==> src/rtl/serial_regs_pkg.sv <==
package serial_regs_pkg;
  localparam logic [7:0] OFF_CMD    = 8'h00;
  localparam logic [7:0] OFF_MODE   = 8'h04;
  localparam logic [7:0] OFF_IEN    = 8'h08;
  localparam logic [7:0] OFF_IDIS   = 8'h0C;
  localparam logic [7:0] OFF_IMASK  = 8'h10;
  localparam logic [7:0] OFF_STAT   = 8'h14;
  localparam logic [7:0] OFF_RHOLD  = 8'h18;
  localparam logic [7:0] OFF_THOLD  = 8'h1C;
  localparam logic [7:0] OFF_BAUD   = 8'h20;
  localparam logic [7:0] OFF_WPMODE = 8'hE4;
  localparam logic [7:0] OFF_WPSTAT = 8'hE8;
  localparam logic [7:0] OFF_VER    = 8'hFC;

  localparam int ST_W       = 10;
  localparam int ST_RXRDY   = 0;
  localparam int ST_TXRDY   = 1;
  localparam int ST_BRK     = 2;
  localparam int ST_OVR     = 5;
  localparam int ST_PAR     = 7;
  localparam int ST_TXEMPTY = 9;
  localparam logic [ST_W-1:0] ST_USED = 10'h2A7;

  typedef struct packed {
    logic rxRst;
    logic txRst;
    logic rxEn;
    logic rxDis;
    logic txEn;
    logic txDis;
  } cmdPulses_t;

  typedef struct packed {
    logic wrMode;
    logic wrBaud;
    logic wrIen;
    logic wrIdis;
    logic wrThold;
    logic rdRhold;
    logic clrSta;
    logic rxRstNow;
    logic txRstNow;
  } regStrobes_t;
endpackage

==> src/rtl/serial_regs_ctrl.sv <==
module serial_regs_ctrl
  import serial_regs_pkg::*;
#(
  parameter int          ADDR_W = 8,
  parameter logic [23:0] WP_KEY = 24'h555341
) (
  input  logic              clk,
  input  logic              rstN,
  input  logic              wrEn,
  input  logic              rdEn,
  input  logic [ADDR_W-1:0] addr,
  input  logic [8:2]        cmdBits,
  input  logic [23:0]       keyField,
  input  logic              protectBit,
  output regStrobes_t       strb,
  output cmdPulses_t        cmdPulse,
  output logic              wpOn,
  output logic              wpViolation
);
  function automatic logic hit(input logic [ADDR_W-1:0] a, input logic [7:0] off);
    return a == ADDR_W'(off);
  endfunction

  logic isCmd, cfgTry, wpWrite, rdWpStat;

  always_comb begin
    isCmd         = wrEn && hit(addr, OFF_CMD);
    cfgTry        = wrEn && (hit(addr, OFF_MODE) || hit(addr, OFF_BAUD));
    wpWrite       = wrEn && hit(addr, OFF_WPMODE) && (keyField == WP_KEY);
    rdWpStat      = rdEn && hit(addr, OFF_WPSTAT);
    strb.wrMode   = wrEn && hit(addr, OFF_MODE) && !wpOn;
    strb.wrBaud   = wrEn && hit(addr, OFF_BAUD) && !wpOn;
    strb.wrIen    = wrEn && hit(addr, OFF_IEN);
    strb.wrIdis   = wrEn && hit(addr, OFF_IDIS);
    strb.wrThold  = wrEn && hit(addr, OFF_THOLD);
    strb.rdRhold  = rdEn && hit(addr, OFF_RHOLD);
    strb.clrSta   = isCmd && cmdBits[8];
    strb.rxRstNow = isCmd && cmdBits[2];
    strb.txRstNow = isCmd && cmdBits[3];
  end

  always_ff @(posedge clk) begin
    if (!rstN) begin
      cmdPulse    <= '0;
      wpOn        <= 1'b0;
      wpViolation <= 1'b0;
    end else begin
      cmdPulse.rxRst <= isCmd && cmdBits[2];
      cmdPulse.txRst <= isCmd && cmdBits[3];
      cmdPulse.rxEn  <= isCmd && cmdBits[4] && !cmdBits[5];
      cmdPulse.rxDis <= isCmd && cmdBits[5];
      cmdPulse.txEn  <= isCmd && cmdBits[6] && !cmdBits[7];
      cmdPulse.txDis <= isCmd && cmdBits[7];
      if (wpWrite) wpOn <= protectBit;
      if (cfgTry && wpOn) wpViolation <= 1'b1;
      else if (rdWpStat)  wpViolation <= 1'b0;
    end
  end
endmodule

==> src/rtl/serial_regs_datapath.sv <==
module serial_regs_datapath
  import serial_regs_pkg::*;
#(
  parameter int          ADDR_W  = 8,
  parameter int          DATA_W  = 8,
  parameter logic [23:0] WP_KEY  = 24'h555341,
  parameter logic [31:0] VERSION = 32'h0001_0000
) (
  input  logic              clk,
  input  logic              rstN,
  input  regStrobes_t       strb,
  input  logic              rdEn,
  input  logic [ADDR_W-1:0] addr,
  input  logic [31:0]       wdata,
  input  logic              wpOn,
  input  logic              wpViolation,
  input  logic              rxByteValid,
  input  logic [DATA_W-1:0] rxByte,
  input  logic              rxBreak,
  input  logic              rxParityErr,
  input  logic              txTaken,
  input  logic              txIdle,
  output logic [31:0]       rdata,
  output logic              irq,
  output logic [31:0]       modeCfg,
  output logic [31:0]       baudCfg,
  output logic [DATA_W-1:0] txData,
  output logic              txLoad,
  output logic [ST_W-1:0]   statusBits,
  output logic [ST_W-1:0]   maskBits
);
  logic              rxRdy, txRdy, brkFlag, ovrFlag, parFlag;
  logic [DATA_W-1:0] rxHold;
  logic [ST_W-1:0]   wrBits;

  assign wrBits = wdata[ST_W-1:0] & ST_USED;

  always_comb begin
    statusBits             = '0;
    statusBits[ST_RXRDY]   = rxRdy;
    statusBits[ST_TXRDY]   = txRdy;
    statusBits[ST_BRK]     = brkFlag;
    statusBits[ST_OVR]     = ovrFlag;
    statusBits[ST_PAR]     = parFlag;
    statusBits[ST_TXEMPTY] = txRdy && txIdle;
  end

  assign irq = |(maskBits & statusBits);

  always_ff @(posedge clk) begin
    if (!rstN) begin
      rxRdy    <= 1'b0;
      txRdy    <= 1'b1;
      brkFlag  <= 1'b0;
      ovrFlag  <= 1'b0;
      parFlag  <= 1'b0;
      rxHold   <= '0;
      maskBits <= '0;
      modeCfg  <= '0;
      baudCfg  <= '0;
      txData   <= '0;
      txLoad   <= 1'b0;
    end else begin
      if (strb.clrSta) begin
        brkFlag <= 1'b0;
        ovrFlag <= 1'b0;
        parFlag <= 1'b0;
      end
      if (rxBreak)     brkFlag <= 1'b1;
      if (rxParityErr) parFlag <= 1'b1;

      if (strb.rxRstNow) rxRdy <= 1'b0;
      else if (rxByteValid) begin
        rxRdy  <= 1'b1;
        rxHold <= rxByte;
        if (rxRdy && !strb.rdRhold) ovrFlag <= 1'b1;
      end else if (strb.rdRhold) rxRdy <= 1'b0;

      if (strb.txRstNow)     txRdy <= 1'b1;
      else if (strb.wrThold) txRdy <= 1'b0;
      else if (txTaken)      txRdy <= 1'b1;

      txLoad <= strb.wrThold;
      if (strb.wrThold) txData <= wdata[DATA_W-1:0];

      if (strb.wrIen)       maskBits <= maskBits | wrBits;
      else if (strb.wrIdis) maskBits <= maskBits & ~wrBits;

      if (strb.wrMode) modeCfg <= wdata;
      if (strb.wrBaud) baudCfg <= wdata;
    end
  end

  always_comb begin
    rdata = '0;
    if (rdEn) begin
      case (addr)
        ADDR_W'(OFF_MODE):   rdata = modeCfg;
        ADDR_W'(OFF_IMASK):  rdata = 32'(maskBits);
        ADDR_W'(OFF_STAT):   rdata = 32'(statusBits);
        ADDR_W'(OFF_RHOLD):  rdata = 32'(rxHold);
        ADDR_W'(OFF_BAUD):   rdata = baudCfg;
        ADDR_W'(OFF_WPMODE): rdata = {WP_KEY, 7'b0, wpOn};
        ADDR_W'(OFF_WPSTAT): rdata = {31'b0, wpViolation};
        ADDR_W'(OFF_VER):    rdata = VERSION;
        default:             rdata = '0;
      endcase
    end
  end
endmodule

==> src/rtl/serial_ctrl_regs.sv <==
module serial_ctrl_regs
  import serial_regs_pkg::*;
#(
  parameter int          ADDR_W  = 8,
  parameter int          DATA_W  = 8,
  parameter logic [23:0] WP_KEY  = 24'h555341,
  parameter logic [31:0] VERSION = 32'h0001_0000
) (
  input  logic              clk,
  input  logic              rstN,
  input  logic              wrEn,
  input  logic              rdEn,
  input  logic [ADDR_W-1:0] addr,
  input  logic [31:0]       wdata,
  output logic [31:0]       rdata,
  output logic              irq,
  input  logic              rxByteValid,
  input  logic [DATA_W-1:0] rxByte,
  input  logic              rxBreak,
  input  logic              rxParityErr,
  input  logic              txTaken,
  input  logic              txIdle,
  output logic [DATA_W-1:0] txData,
  output logic              txLoad,
  output logic              rxRstPulse,
  output logic              txRstPulse,
  output logic              rxEnPulse,
  output logic              rxDisPulse,
  output logic              txEnPulse,
  output logic              txDisPulse,
  output logic [31:0]       modeCfg,
  output logic [31:0]       baudCfg
);
  regStrobes_t     strb;
  cmdPulses_t      cmdPulse;
  logic            wpOn, wpViolation;
  logic [ST_W-1:0] statusBits, maskBits;

  serial_regs_ctrl #(.ADDR_W(ADDR_W), .WP_KEY(WP_KEY)) u_ctrl (
    .clk(clk), .rstN(rstN), .wrEn(wrEn), .rdEn(rdEn), .addr(addr),
    .cmdBits(wdata[8:2]), .keyField(wdata[31:8]), .protectBit(wdata[0]),
    .strb(strb), .cmdPulse(cmdPulse), .wpOn(wpOn), .wpViolation(wpViolation)
  );

  serial_regs_datapath #(.ADDR_W(ADDR_W), .DATA_W(DATA_W), .WP_KEY(WP_KEY), .VERSION(VERSION)) u_dp (
    .clk(clk), .rstN(rstN), .strb(strb), .rdEn(rdEn), .addr(addr), .wdata(wdata),
    .wpOn(wpOn), .wpViolation(wpViolation),
    .rxByteValid(rxByteValid), .rxByte(rxByte), .rxBreak(rxBreak), .rxParityErr(rxParityErr),
    .txTaken(txTaken), .txIdle(txIdle), .rdata(rdata), .irq(irq),
    .modeCfg(modeCfg), .baudCfg(baudCfg), .txData(txData), .txLoad(txLoad),
    .statusBits(statusBits), .maskBits(maskBits)
  );

  assign rxRstPulse = cmdPulse.rxRst;
  assign txRstPulse = cmdPulse.txRst;
  assign rxEnPulse  = cmdPulse.rxEn;
  assign rxDisPulse = cmdPulse.rxDis;
  assign txEnPulse  = cmdPulse.txEn;
  assign txDisPulse = cmdPulse.txDis;
endmodule

==> config.mk <==
export PLATFORM = sky130hd
export DESIGN_NAME = serial_ctrl_regs
export DESIGN_NICKNAME = d
export VERILOG_FILES = /design/src/rtl/serial_regs_pkg.sv /design/src/rtl/serial_regs_ctrl.sv /design/src/rtl/serial_regs_datapath.sv /design/src/rtl/serial_ctrl_regs.sv
export SDC_FILE = /design/constraint.sdc
export NUM_CORES = 1
export LEC_CHECK = 0
export BUFFER_PORTS_ARGS = -buffer_cell sky130_fd_sc_hd__buf_2
export CORE_MARGIN = 5
export CORE_UTILIZATION = 30
export CTS_CLUSTER_SIZE = 24
export DETAILED_ROUTE_END_ITERATION = 7
export PLACE_DENSITY = 0.52
export SLEW_MARGIN = 20
export SYNTH_ARGS = -nofsm -noshare
export SYNTH_HDL_FRONTEND = slang
export SYNTH_SLANG_ARGS = --single-unit
==> constraint.sdc <==
create_clock -name clk -period 1.93 [get_ports clk]
set_input_delay 0.0965 -clock clk [delete_from_list [all_inputs] [get_ports clk]]
set_output_delay 0.0965 -clock clk [all_outputs]
set_load 0.02 [all_outputs]
==> impl_results.md, run 1 <==
- R2r setup slk: 0.40 ns
- Routability Congestion: 0.869
- Worst Path Arrival: 1.75 ns
- Slew HR: 66.9%
- Top cell type by total area after synthesis: dfxtp_1
- Dominant synthesized flop cell: dfxtp_1
- FFs w/ async S/R, synth: 0%
- Clock root cell: clkbuf_16
- Worst-case vdd ir drop: 0.000350 V
- Vias in the first global route: 4904
- Inserted Diodes: 0
- CP max stage delay: 0.75 ns
- Worst-margin pin slew: 0.497 ns
- Most frequent cells in the layout: 167 x nand2_1, 162 x buf_2, 100 x dfxtp_1
- I/O Pins: 169
- Die width: 132 µm
- Initial antenna violation count: 0
- HP Start: rxByte[1]
- Share of the synthesized area in the top cell type: 44.6%
- Worst Hold Class: input pin to flop
- Worst-path cell chain: buf_2, or4b_2, and2b_1, a22oi_1, a31oi_1, buf_2
- Leakage: 2.69 nW
- Minimum clock period: 1.85 ns
- Vias: 4929
- Synthesized Nets: 636
- Yosys warns: 0
- Worst-path clk slew: 0.06 ns
- Number of core rows: 44
- R2R depth: 5
- Full die area: 17500 µm²
- IO Port Bufs: 168
- Post-synth EDFFs: 0
- Fin. max-slew vios: 0
- DR WL/cell: 17.8 µm
- All-Layer GR Usage: 18.9%
- Final WL: 17.2 mm
- Starting Density: 30.7%
- Clock Latency Late Sink: 0.35 ns
- Max Buffers Root-to-Sink: 2
- Worst setup path category: input pin to output pin
- Post-DP HPWL: 12.4 mm
- GRT overflow: 0
- Largest net degree at the start of global routing: 81
- CP max stage cell: or4b_2
- Vias/cell: 5.12
- Layout cell share with drive strength beyond 1: 31.1%
- Most common cell after layout, fill and taps aside: nand2_1
- Setup crit start kind: input pin
- Max cap viols: 0
- FF+latch count, synth: 100
- ANT nets after route: 0
- CTS tree: yes
- Critical Path RT: 1.83 ns
- CORE AREA: 14600 µm²
- Worst reg2reg startpoint: u_ctrl.wpOn
- Drt first-iter violations: 382
- Status: finished clean
- # setup viols final: 0
- Reg2reg end: u_dp.modeCfg[20]
- H-tree Lvls: 3
- Syn-to-layout area delta: 41.3%
- Setup Skew: 0.00398 ns
- Crit path buf inv count: 2
- Register area share after synthesis: 44.6%
- Synth area leaders: dfxtp_1 45%, nand2_1 14%, a21oi_1 8.9%
- Final instance area: 6340 µm²
- Final period util: 95.7%
- Hold path depth: 3
- Synth unique cells: 46
- CTS Buf Count: 9
- FMAX: 541 MHz
- Die H: 132 µm
- Critical Path End Type: output pin
- Drt drc: 0
- Critical-path maximum fanout: 4
- Final hold violations: 0
- Total power: 4.09 mW
- Sink Count: 100
- Crit-path most repeated cell: buf_2
- First-pass GRT wire length: 26.6 mm
- Hold EP: u_dp.rxHold[1]
- Largest delay share family, worst path: simple AND/OR/NAND/NOR gates
- PD cells: 646 nW/µm²
- Avg Cell Area, Syn: 7.75 µm²
- Placed inst area: 5780 µm²
- Post-route setup TNS: 0 ns
- Synthesized area: 4490 µm²
- Cells after Synth: 579
- Drt first pass iters: 7
- Nets: 832
-- worst reg2reg max path, delay by kind of cell (launching register included) --
kind	cells	cell delay, ns
compound gates	1	0.06
buf+inv	1	0.20
flops	1	0.35
simple gates	3	0.79
-- repair_timing --
action / 4_1_cts / 5_1_grt
setup endpoints to repair: 0 / 24
hold buffers: 19 / 0
hold endpoints to repair: 23 / 0
resized for setup: 0 / 12
setup buffers: 0 / 2
-- per-layer routing --
layer	global-route usage (%)	part of all wire [%]	routed length (µm)	up-vias
met3	4.77	7.4	1270	20
met5	0	0	0	-
met4	6.84	1.4	237	0
met2	30.0	47	8040	207
met1	24.8	44	7610	2311
li1	-	-	-	2391
-- metrics by stage --
| step | hold slack [ns] | setup slack [ns] | utilization, % | std cells |
|---|---|---|---|---|
| after floorplan | 0.173 | -0.0315 | - | 579 |
| after global placement | 0.330 | 0.0491 | 39.6 | 926 |
| after detailed placement | 0.329 | 0.0216 | 39.6 | 926 |
| after CTS | 0.0000852 | 0.0374 | 42.8 | 960 |
| after global routing | 0.00476 | -0.000802 | 43.4 | 963 |
| final | 0.0108 | 0.0830 | 43.4 | 963 |
-- state kept, by name, indices dropped and copies added, names as in the netlist, 6 cells and up, named ones only --
signal / flops
u_dp.rxHold: 8
u_dp.modeCfg: 32
u_ctrl.cmdPulse: 6
u_dp.baudCfg: 32
u_dp.txData: 8
-- synthesized netlist by cell type, types with 2 or more instances --
| library cell | count |
|---|---|
| nor4_1 | 3 |
| o21a_1 | 2 |
| a22oi_1 | 17 |
| nor4b_1 | 3 |
| dfxtp_1 | 100 |
| nand4_1 | 3 |
| o2111a_1 | 2 |
| buf_6 | 3 |
| a222oi_1 | 8 |
| nand2_1 | 167 |
| a21boi_0 | 3 |
| clkbuf_1 | 27 |
| nor2_1 | 35 |
| buf_4 | 3 |
| nor4bb_1 | 5 |
| and3_1 | 10 |
| o21ai_0 | 20 |
| nor2b_1 | 3 |
| or4_1 | 2 |
| inv_1 | 7 |
| a31oi_1 | 9 |
| or3_1 | 3 |
| a21oi_1 | 80 |
| o211ai_1 | 2 |
| a2bb2oi_1 | 3 |
| nand3_1 | 14 |
| mux2i_1 | 9 |
| nor3b_1 | 7 |
| buf_2 | 12 |
-- kinds of logic after synthesis --
| kind of cell | after synthesis | synth area share [%] |
|---|---|---|
| AOI/OAI and AO/OA | 152 | 20.9 |
| xor gates and xnor gates | 1 | 0.195 |
| buffers and inverters | 53 | 5.52 |
| DFF | 100 | 44.6 |
| muxes | 9 | 2.01 |
| and+or+nand+nor | 264 | 26.7 |
-- area by class of cell --
| class | count | area [µm²] |
|---|---|---|
| clock buffer | 12 | 246 |
| clock inverter | 3 | 23.8 |
| fill | 1488 | 8250 |
| inverter | 8 | 30.0 |
| multi-input combinational | 426 | 2310 |
| sequential | 100 | 2000 |
| tap | 184 | 230 |
| timing repair buffer | 230 | 1500 |
-- power by group --
part	switching [mW]	internal (mW)	total, mW
Combinational	0.179	0.138	0.317
Clock	0.775	0.906	1.68
Sequential	0.0120	2.08	2.09
Total	0.966	3.12	4.09
-- worst max path at each step --
stage	startpoint	end	cells after the start
2_1_floorplan	addr[3]	rdata[30]	7
3_3_place_gp	addr[3]	u_dp.modeCfg[28]	6
3_5_place_dp	addr[3]	u_dp.modeCfg[20]	6
4_1_cts	addr[5]	rdata[17]	9
5_1_grt	addr[2]	rdata[7]	7
6_report	addr[5]	rdata[1]	6
Note: power is estimated with default switching activity, not from simulation.
==> run 2: changes to the inputs <==
--- a/config.mk
+++ b/config.mk
@@ -7,4 +7,5 @@
 export LEC_CHECK = 0
 export BUFFER_PORTS_ARGS = -buffer_cell sky130_fd_sc_hd__buf_2
+export CAP_MARGIN = 0
 export CORE_MARGIN = 5
 export CORE_UTILIZATION = 30
==> constraint.sdc (replaced) <==
create_clock -name clk -period 1.93 [get_ports clk]
set_input_delay 0.2895 -clock clk [delete_from_list [all_inputs] [get_ports clk]]
set_output_delay 0.2895 -clock clk [all_outputs]
set_load 0.02 [all_outputs]
==> run 2 against run 1 <==
The run now ends with setup timing left. Core utilization is 7.0 points higher. Clock skew up 0.0036 ns. Final area rose by 16%. Flip-flop and latch count is the same. Sequential power hardly changed. Worst setup slack lost 0.30 ns. Register-to-register slack barely moved. Critical endpoint is now rdata[8]. Largest power group unchanged.
==> impl_results.md, run 2 (synthesis gave the netlist of run 1 again) <==
- Status: finished with violations
- Failing checks: setup timing
- Setup ws final: -0.217 ns (-0.300 ns)
- Clock root cell: clkbuf_16
- DR WL/cell: 18.3 µm (+2.5%)
- Util after Layout: 50.4% (+7.0 points)
- Nets: 845 (+1.6%)
- IO Port Bufs: 168 (unchanged)
- Placed inst area: 6290 µm² (+8.8%)
- Setup crit start kind: input pin
- Area occupied by multi-input gates: 2770 µm² (+20%)
- RSZ-0062 raised after global routing: yes
- Total power: 4.43 mW (+8.2%)
- Most common cell after layout, fill and taps aside: nand2_1
- Syn-to-layout area delta: 63.9%
- Post-DP HPWL: 12.6 mm (+1.2%)
- # setup viols final: 64 (+64)
- Drt drc: 0 (unchanged)
- First-pass GRT wire length: 27.2 mm (+2.0%)
- Max Buffers Root-to-Sink: 2 (unchanged)
- Drt first pass iters: 4 (-3)
- H-tree Lvls: 3 (unchanged)
- Layout cell share with drive strength beyond 1: 42.0% (+11 points)
- Most frequent cells in the layout: 162 x nand2_1, 129 x buf_2, 100 x dfxtp_1
- Vias/cell: 5.18 (+1.1%)
- Worst-case vdd ir drop: 0.000355 V (+1.6%)
- Worst-path clk slew: 0.07 ns (about the same)
- Top Registers: u_dp.baudCfg (32), u_dp.modeCfg (32)
- Drt first-iter violations: 428 (+12%)
- Final WL: 17.9 mm (+4.0%)
- Register Area: 2000 µm² (unchanged)
- Worst-margin pin slew: 0.552 ns (+0.0549 ns)
- Critical-path maximum fanout: 6 (+2)
- Worst Path Arrival: 1.86 ns (+0.11 ns)
- # fillers: 1371 (-7.9%)
- Clock Latency Late Sink: 0.35 ns (about the same)
- Number of core rows: 44 (unchanged)
- CTS tree: yes
- I/O Pins: 169 (unchanged)
- All-Layer GR Usage: 19.4% (+0.56 points)
- Max cap viols: 0 (unchanged)
- Hold-fix buffers at CTS: 0 (-19)
- Setup Skew: 0.00757 ns (+0.00359 ns)
- PD cells: 602 nW/µm² (-6.8%)
- Die H: 132 µm (unchanged)
- Final period util: 111% (+16 points)
- Leakage: 3.00 nW (+12%)
- Full die area: 17500 µm² (unchanged)
- Fin. max-slew vios: 0 (unchanged)
- Die width: 132 µm (unchanged)
- CTS Buf Count: 9 (unchanged)
- Inserted Diodes: 0 (unchanged)
- Critical Path End Type: output pin
- Final instance area: 7350 µm² (+16%)
- Critical Path RT: 1.64 ns (-0.19 ns)
- Routability Congestion: 0.844 (-2.8%)
- Initial antenna violation count: 0 (unchanged)
- Vias: 5056 (+2.6%)
- Sink Count: 100 (unchanged)
- ANT nets after route: 0 (unchanged)
- Worst hold margin: 0.153 ns (+0.142 ns)
- Vias in the first global route: 4966 (+1.3%)
- Starting Density: 30.7% (unchanged)
- Worst Hold Class: input pin to flop
- Final hold violations: 0 (unchanged)
- Worst setup path category: input pin to output pin
- Minimum clock period: 2.15 ns (+0.300 ns)
- GRT overflow: 0 (unchanged)
- CORE AREA: 14600 µm² (unchanged)
- Slew HR: 63.2% (-3.7 points)
- FMAX: 466 MHz (-14%)
- Largest net degree at the start of global routing: 81 (unchanged)
==> run 2: per-stage QoR <==
| stage | TNS, ns | cells | worst slack (ns) |
|---|---|---|---|
| finish | -6.28 | 977 | -0.217 |
| global route | -9.37 | 977 | -0.249 |
| CTS | -6.80 | 971 | -0.208 |
| detailed placement | -14.71 | 941 | -0.308 |
| global placement | -13.56 | 941 | -0.300 |
| floorplan | -2.64 | 579 | -0.151 |
==> run 2: worst max-delay path, cell delays in order <==
cell and delay [ns]:
buf_6 0.09, or4b_4 0.60, nor3_4 0.17, buf_6 0.17
buf_12 0.13, a222oi_1 0.08, nor2_2 0.17, buf_6 0.14
==> run 2: path summary, 6_finish.rpt <==
kind	from	to	slack [ns]	depth (start not counted)
max reg2reg	u_ctrl.wpOn	u_dp.modeCfg[25]	0.41	5
min	rxBreak	u_dp.brkFlag	0.15	2
max	addr[0]	rdata[8]	-0.22	8
min reg2reg	u_dp.rxHold[7]	u_dp.rxHold[7]	0.47	2
==> run 2: where the power goes <==
part	total, mW	internal [mW]	switching (mW)
clock network	1.99	1.18	0.814
logic	0.341	0.149	0.192
registers	2.09	2.08	0.0128
==> run 2: area by class of cell <==
type                    count  area share, %
clock buffers              11           3.30
clock inverters             5           1.14
inverters                   8          0.408
multi-input cells         426           37.6
well taps                 184           3.13
repair buffers            243           27.2
flip-flops and latches    100           27.2
==> run 2: repair_timing <==
item	in CTS	in global routing
gates resized for setup	93	29
cloned	3	4
hold endpoints to repair	0	0
endpoints found under the setup margin	32	64
buffers inserted	11	5
pin swaps	20	24
==> run 2: layer usage <==
layer  vias up  track usage [%]  part of all wire [%]
li1       2442                -                     -
met1      2409             24.5                    43
met2       187             32.3                    48
met3        18             4.81                   7.7
met4         0             6.73                   1.6
met5         -                0                     0
